==> config.mk <==
export PLATFORM = sky130hd
export DESIGN_NAME = xlat_cache
export DESIGN_NICKNAME = d
export VERILOG_FILES = /design/src/rtl/xlat_pkg.sv /design/src/rtl/xlat_match.sv /design/src/rtl/xlat_lru.sv /design/src/rtl/xlat_cache.sv
export SDC_FILE = /design/constraint.sdc
export NUM_CORES = 1
export LEC_CHECK = 0
export CORE_MARGIN = 4
export CORE_UTILIZATION = 50
export CTS_BUF_LIST = sky130_fd_sc_hd__clkbuf_8
export CTS_CLUSTER_DIAMETER = 80
export DETAILED_ROUTE_END_ITERATION = 6
export DONT_BUFFER_PORTS = 1
export SYNTH_ARGS = -nofsm -noshare
export SYNTH_HDL_FRONTEND = slang
export SYNTH_SLANG_ARGS = --single-unit
==> constraint.sdc <==
create_clock -name clk_i -period 5.3 [get_ports clk_i]
set_input_delay 0.53 -clock clk_i [delete_from_list [all_inputs] [get_ports clk_i]]
set_output_delay 0.53 -clock clk_i [all_outputs]
set_load 0.02 [all_outputs]
==> src/rtl/xlat_pkg.sv <==
package xlat_pkg;
  typedef struct packed {
    logic wr_ok;
    logic usr_ok;
  } perm_t;

  function automatic logic perm_fault(perm_t p, logic is_wr, logic is_usr);
    return (is_wr && !p.wr_ok) || (is_usr && !p.usr_ok);
  endfunction
endpackage

==> src/rtl/xlat_match.sv <==
module xlat_match #(
  parameter int N      = 8,
  parameter int VPN_W  = 20,
  parameter int ASID_W = 8
) (
  input  logic [N-1:0]      valid_i,
  input  logic [N-1:0]      glb_i,
  input  logic [VPN_W-1:0]  vpn_i  [N],
  input  logic [ASID_W-1:0] asid_i [N],
  input  logic [VPN_W-1:0]  look_vpn_i,
  input  logic [ASID_W-1:0] look_asid_i,
  input  logic [VPN_W-1:0]  fill_vpn_i,
  input  logic [ASID_W-1:0] fill_asid_i,
  output logic [N-1:0]      hit_vec_o,
  output logic [N-1:0]      same_vec_o
);
  for (genvar g = 0; g < N; g++) begin : g_cmp
    assign hit_vec_o[g]  = valid_i[g] && (vpn_i[g] == look_vpn_i) &&
                           (glb_i[g] || (asid_i[g] == look_asid_i));
    assign same_vec_o[g] = valid_i[g] && (vpn_i[g] == fill_vpn_i) &&
                           (asid_i[g] == fill_asid_i);
  end
endmodule

==> src/rtl/xlat_lru.sv <==
module xlat_lru #(
  parameter int N     = 8,
  parameter int IDX_W = $clog2(N)
) (
  input  logic             clk_i,
  input  logic             rst_ni,
  input  logic             touch_en_i,
  input  logic [IDX_W-1:0] touch_idx_i,
  input  logic [N-1:0]     valid_i,
  output logic [IDX_W-1:0] victim_o
);
  logic [IDX_W-1:0] age_q [N];
  logic [N-1:0]     seen;

  always_ff @(posedge clk_i or negedge rst_ni) begin
    if (!rst_ni) begin
      for (int i = 0; i < N; i++) age_q[i] <= IDX_W'(i);
    end else if (touch_en_i) begin
      for (int i = 0; i < N; i++) begin
        if (IDX_W'(i) == touch_idx_i)             age_q[i] <= '0;
        else if (age_q[i] < age_q[touch_idx_i])   age_q[i] <= age_q[i] + 1'b1;
      end
    end
  end

  // free slot first (lowest index), else the oldest
  always_comb begin
    logic found;
    found    = 1'b0;
    victim_o = '0;
    for (int i = 0; i < N; i++) begin
      if (!found && !valid_i[i]) begin
        victim_o = IDX_W'(i);
        found    = 1'b1;
      end
    end
    if (!found) begin
      for (int i = 0; i < N; i++)
        if (age_q[i] == IDX_W'(N-1)) victim_o = IDX_W'(i);
    end
  end

  always_comb begin
    seen = '0;
    for (int i = 0; i < N; i++) seen[age_q[i]] = 1'b1;
  end


  age_perm_chk: assert property (@(posedge clk_i) disable iff (!rst_ni) &seen);


  touch_age_chk: assert property (@(posedge clk_i) disable iff (!rst_ni)
    touch_en_i |=> age_q[$past(touch_idx_i)] == '0);
endmodule

==> src/rtl/xlat_cache.sv <==
module xlat_cache #(
  parameter int N      = 8,
  parameter int VPN_W  = 20,
  parameter int PFN_W  = 20,
  parameter int ASID_W = 8,
  parameter int OFFS_W = 12,
  localparam int VA_W  = VPN_W + OFFS_W,
  localparam int PA_W  = PFN_W + OFFS_W,
  localparam int IDX_W = $clog2(N)
) (
  input  logic              clk_i,
  input  logic              rst_ni,
  input  logic              lookup_valid_i,
  input  logic [VA_W-1:0]   lookup_va_i,
  input  logic              lookup_write_i,
  input  logic              lookup_user_i,
  input  logic [ASID_W-1:0] cur_asid_i,
  output logic              hit_o,
  output logic              miss_o,
  output logic              fault_o,
  output logic              access_o,
  output logic [PA_W-1:0]   pa_o,
  output logic              dirty_o,
  input  logic              fill_valid_i,
  input  logic [VPN_W-1:0]  fill_vpn_i,
  input  logic [PFN_W-1:0]  fill_pfn_i,
  input  logic [ASID_W-1:0] fill_asid_i,
  input  logic              fill_global_i,
  input  logic              fill_dirty_i,
  input  logic              fill_wr_ok_i,
  input  logic              fill_usr_ok_i,
  input  logic              flush_i
);
  import xlat_pkg::*;

  logic [N-1:0]      valid_q, glb_q, dirty_q;
  logic [VPN_W-1:0]  vpn_q  [N];
  logic [PFN_W-1:0]  pfn_q  [N];
  logic [ASID_W-1:0] asid_q [N];
  perm_t             perm_q [N];

  logic [VPN_W-1:0]  va_vpn;
  logic [OFFS_W-1:0] va_off;
  logic [N-1:0]      hit_vec, same_vec;
  logic [IDX_W-1:0]  hit_idx, same_idx, victim_idx, alloc_idx, touch_idx;
  logic              any_hit, any_same, fill_go, touch_en;

  assign va_vpn = lookup_va_i[VA_W-1:OFFS_W];
  assign va_off = lookup_va_i[OFFS_W-1:0];

  xlat_match #(.N(N), .VPN_W(VPN_W), .ASID_W(ASID_W)) u_match (
    .valid_i     (valid_q),
    .glb_i       (glb_q),
    .vpn_i       (vpn_q),
    .asid_i      (asid_q),
    .look_vpn_i  (va_vpn),
    .look_asid_i (cur_asid_i),
    .fill_vpn_i  (fill_vpn_i),
    .fill_asid_i (fill_asid_i),
    .hit_vec_o   (hit_vec),
    .same_vec_o  (same_vec)
  );

  // lowest index wins on multiple matches
  always_comb begin
    hit_idx  = '0;
    same_idx = '0;
    for (int i = N-1; i >= 0; i--) begin
      if (hit_vec[i])  hit_idx  = IDX_W'(i);
      if (same_vec[i]) same_idx = IDX_W'(i);
    end
  end

  assign any_hit  = |hit_vec;
  assign any_same = |same_vec;

  assign hit_o    = lookup_valid_i && any_hit;
  assign miss_o   = lookup_valid_i && !any_hit;
  assign fault_o  = hit_o && perm_fault(perm_q[hit_idx], lookup_write_i, lookup_user_i);
  assign access_o = hit_o && !fault_o;
  assign pa_o     = access_o ? {pfn_q[hit_idx], va_off} : '0;
  assign dirty_o  = hit_o && dirty_q[hit_idx];

  assign fill_go   = fill_valid_i && !flush_i;
  assign alloc_idx = any_same ? same_idx : victim_idx;
  assign touch_en  = fill_go || (hit_o && !flush_i);
  assign touch_idx = fill_go ? alloc_idx : hit_idx;

  xlat_lru #(.N(N)) u_lru (
    .clk_i       (clk_i),
    .rst_ni      (rst_ni),
    .touch_en_i  (touch_en),
    .touch_idx_i (touch_idx),
    .valid_i     (valid_q),
    .victim_o    (victim_idx)
  );

  always_ff @(posedge clk_i or negedge rst_ni) begin
    if (!rst_ni) begin
      valid_q <= '0;
      glb_q   <= '0;
      dirty_q <= '0;
      for (int i = 0; i < N; i++) begin
        vpn_q[i]  <= '0;
        pfn_q[i]  <= '0;
        asid_q[i] <= '0;
        perm_q[i] <= '0;
      end
    end else if (flush_i) begin
      valid_q <= '0;
    end else if (fill_go) begin
      valid_q[alloc_idx] <= 1'b1;
      glb_q[alloc_idx]   <= fill_global_i;
      dirty_q[alloc_idx] <= fill_dirty_i;
      vpn_q[alloc_idx]   <= fill_vpn_i;
      pfn_q[alloc_idx]   <= fill_pfn_i;
      asid_q[alloc_idx]  <= fill_asid_i;
      perm_q[alloc_idx]  <= '{wr_ok: fill_wr_ok_i, usr_ok: fill_usr_ok_i};
    end
  end


  flush_clears_chk: assert property (@(posedge clk_i) disable iff (!rst_ni)
    flush_i |=> !hit_o);


  fill_visible_chk: assert property (@(posedge clk_i) disable iff (!rst_ni)
    fill_go |=> (!(lookup_valid_i && va_vpn == $past(fill_vpn_i) &&
                   cur_asid_i == $past(fill_asid_i)) || hit_o));


  fault_blocks_chk: assert property (@(posedge clk_i) disable iff (!rst_ni)
    fault_o |-> (!access_o && pa_o == '0));


  offset_pass_chk: assert property (@(posedge clk_i) disable iff (!rst_ni)
    access_o |-> pa_o[OFFS_W-1:0] == lookup_va_i[OFFS_W-1:0]);


  quiet_chk: assert property (@(posedge clk_i) disable iff (!rst_ni)
    !lookup_valid_i |-> (!hit_o && !miss_o));
endmodule

==> out/qor.csv <==
stage;metric;value;unit
run_status;status;complete, but fails checks;
run_status;violations;negative hold slack, max-slew violations;
global_routing;overflow;0;
placed_design;dp_cells;2706;
cells_and_area;layout_commonest_cell;dfrtp_1;
cts;cts.sinks;448;
yosys;synth_compound_area_share;3.65;%
die;ioPinCount;136;
pwr;p_sw_share;29.8;%
pwr;power.switching;2.84;mW
yosys;synthXorXnorAreaFrac;15.4;%
routing;highest_layer;met4;
global_routing;grt_max_degree;449;
timing;finalSetupViolCount;0;
critical_path;cpPeakStageDelay;0.61;ns
yosys;synth-async-reset-ratio;100;%
yosys;synth_area_leader_cell;dfrtp_1;
yosys;synth_top_area_share;42.8;%
yosys;ys.flop_type;dfrtp_1;
placed_design;port_buffers;0;
yosys;ys.warnings.count;0;
critical_path;reg2reg_to;u_lru.age_q[15]$_DFFE_PN0P_;
cells_and_area;mostFrequentLayoutCells;dfrtp_1 (436), mux2_2 (415), xor2_1 (251);
yosys;synthAdderAreaFrac;1.18;%
cells_and_area;final_area;0.0287;mm2
routing;drt-wirelength-per-cell;28.9;um
flow_run;max_cap_viol_count;0;
yosys;synth_edf_count;0;
pwr;vdd_ir_drop_max;273;uV
cts;clock_latency;0.70;ns
pwr;cellInternalPower;6.69;mW
cts;clk_path_buf_depth;3;
timing;tightest_slew;2.05;ns
yosys;synth_cell_type_count;78;
yosys;synth_area;0.0255;mm2
global_routing;antenna_found_initial;3;
global_routing;track_usage;30.7;%
yosys;synth_seq_cells;448;
routing;route.layer.met1.wl;36400;um
pwr;clkPwrFrac;34.5;%
yosys;synthMuxAreaShare;23.7;%
timing;min_period;5.12;ns
min_path;hold_class;in -> async;
routing;drtIter0Drc;1480;
critical_path;path_class;reg -> out;
cells_and_area;nets;2298;
yosys;synth_top_family_by_area;multiplexers;
die;num_rows;82;
critical_path;cp_top_family;simple AND/OR/NAND/NOR gates;
timing;hold_viol_final;396;
cells_and_area;drive_gt1_share;32.0;%
timing;clock_skew;0.0405;ns
critical_path;reg2reg_depth;20;
critical_path;crit_top_cell;buf_4;
pwr;powerDensity;333;mW/mm2
timing;max_freq;0.195;GHz
die;die_y;234;um
timing;slew_violations;304;
timing;min_period_over_period;96.5;%
routing;wl;84000;um
critical_path;cp_slowest_cell;or4_4;
routing;drc_errors;0;
global_routing;grt_pass1_vias;18400;
critical_path;required;4.77;ns
yosys;synth_cells;2096;
placed_design;hpwl;53700;um
routing;first_pass_iters;5;
placed_design;dpl-instance-area;0.0264;mm2
cts;clk_pin_slew_worst_paths;0.06;ns
cts;h-tree-depth;3;
timing;slew_headroom;-36.9;%
global_routing;grt_first_pass_wirelength;122000;um
routing;avgViaCountPerCell;6.16;
pwr;seq_power_share;46.6;%
routing;wl_met3;5860;um
die;core_area;0.0503;mm2
cts;holdBufCountCts;53;
yosys;yosysSeqAreaShare;44.0;%
critical_path;arrival;4.59;ns
critical_path;r2r-start;asid_q[32]$_DFFE_PN0P_;
cts;cts_root_buffer;clkbuf_8;
critical_path;path_buf_inv;3;
routing;wl_met2;37800;um
pwr;p_leak;13.2;nW
critical_path;cp_max_fo;22;
critical_path;start_kind;register;
critical_path;crit_path_end_kind;output port;
routing;via_count;17900;
cells_and_area;syn_to_final_growth;12.4;%
cells_and_area;fill_cells;4301;
routing;postRouteAntennaNets;0;
die;die_area;0.0547;mm2
yosys;synth_area_per_cell;12.2;um2
cts;numCtsBuffers;82;
pwr;p_comb_share;18.9;%
critical_path;crit_chain;xor2_1, nor4_1, nand4_1, or4_4, a21boi_0, o21ai_1, buf_4, nand2_4, mux4_2, mux2i_1, a22o_1, or2_4, buf_12, nor2_1, buf_4;
critical_path;r2r_slack;0.43;ns
placed_design;gp_congestion;0.960;
die;die_w;234;um
timing;holdWs;-0.466;ns
cells_and_area;layoutNonFillerInstCount;2904;
yosys;yosys-top-cells-area;dfrtp_1 (43%), mux2_2 (18%), xor2_1 (8.6%);
die;initial_core_util;50.7;%
yosys;synth_nets;2219;
yosys;synthSimpleGateAreaFrac;8.37;%
cts;tritoncts;yes;
registers in the layout, indices dropped and copies added (netlist names):
| register | count |
|---|---|
| glb_q | 8 |
| valid_q | 8 |
| perm_q | 16 |
| asid_q | 64 |
| pfn_q | 160 |
| u_lru.age_q | 24 |
| vpn_q | 160 |
| dirty_q | 8 |
synthesized netlist by cell type, types with 7 or more instances:
library cell and number:
or4_1 7, a21oi_1 19, xor2_1 251, nor2_1 52, nand4_1 73, dfstp_2 12
nand4b_1 8, inv_1 36, buf_1 9, nand2_1 52, mux4_2 46, nand3_1 17
nor4_1 91, xnor2_1 193, buf_6 19, o21ai_0 28, mux2_2 415, a2111o_1 7
buf_2 64, dfrtp_1 436, nor3_1 24, mux2i_1 32, clkbuf_1 54, ha_1 24
per-layer routing:
layer	up-vias	GRT usage, %
met5	-	0
met4	0	13.3
met3	203	6.71
met2	708	46.6
met1	9281	42.6
li1	7707	-
logic make-up after synthesis:
kind of cell,count (synthesis)
multiplexers,494
buffers and inverters,187
XOR/XNOR,446
AO/OA/AOI/OAI,127
flip-flops,448
AND/OR/NAND/NOR,370
adder cells (fa/ha/maj),24
area by class of cell:
cell class	instances	area, um2	area share (%)
multi-input combinational	1461	13400	46.9
inverter	36	135	0.472
antenna	1	2.50	0.00873
timing repair buffer	146	1400	4.87
clock buffer	105	1450	5.04
sequential	448	11200	39.2
clock inverter	35	178	0.620
tap	672	841	2.93
what timing repair did:
action                                  CTS  global route
pin swaps                                 0             5
gates resized for setup                   2             3
endpoints found under the hold margin   864           448
endpoints found under the setup margin   24            23
buffers inserted                          0             3
gates cloned                              0             1
power groups by stage:
stage	clock, mW	sequential, mW	combinational (mW)
final	3.29	4.44	1.80
after global routing	3.52	4.49	1.95
after CTS	3.36	4.43	1.80
after detailed placement	0	4.48	1.69
after global placement	0	4.46	1.66
after floorplan	0	4.33	1.43
per-stage QoR:
step	power, mW	TNS, ns	hold WS [ns]	utilization [%]	setup WS (ns)
finish	9.53	0	-0.466	57.0	0.184
global route	9.96	-0.0000937	-0.503	57.0	-0.0000937
floorplan	5.76	0	0.234	-	0.519
global placement	6.12	0	0.249	52.6	0.454
CTS	9.58	0	-0.506	56.9	0.0418
detailed placement	6.18	0	0.246	52.6	0.474
worst max-delay path by stage:
stage	depth (start not counted)	end	startpoint
3_3_place_gp	20	u_lru.age_q[9]$_DFFE_PN0P_	cur_asid_i[7]
6_report	15	pa_o[17]	vpn_q[75]$_DFFE_PN0P_
5_1_grt	15	pa_o[19]	vpn_q[75]$_DFFE_PN0P_
3_5_place_dp	20	u_lru.age_q[15]$_DFFE_PN0P_	cur_asid_i[7]
4_1_cts	14	pa_o[19]	vpn_q[36]$_DFFE_PN0P_
2_1_floorplan	18	u_lru.age_q[19]$_DFFE_PN0P_	cur_asid_i[5]
No activity file was read; power rests on OpenSTA's default activity.
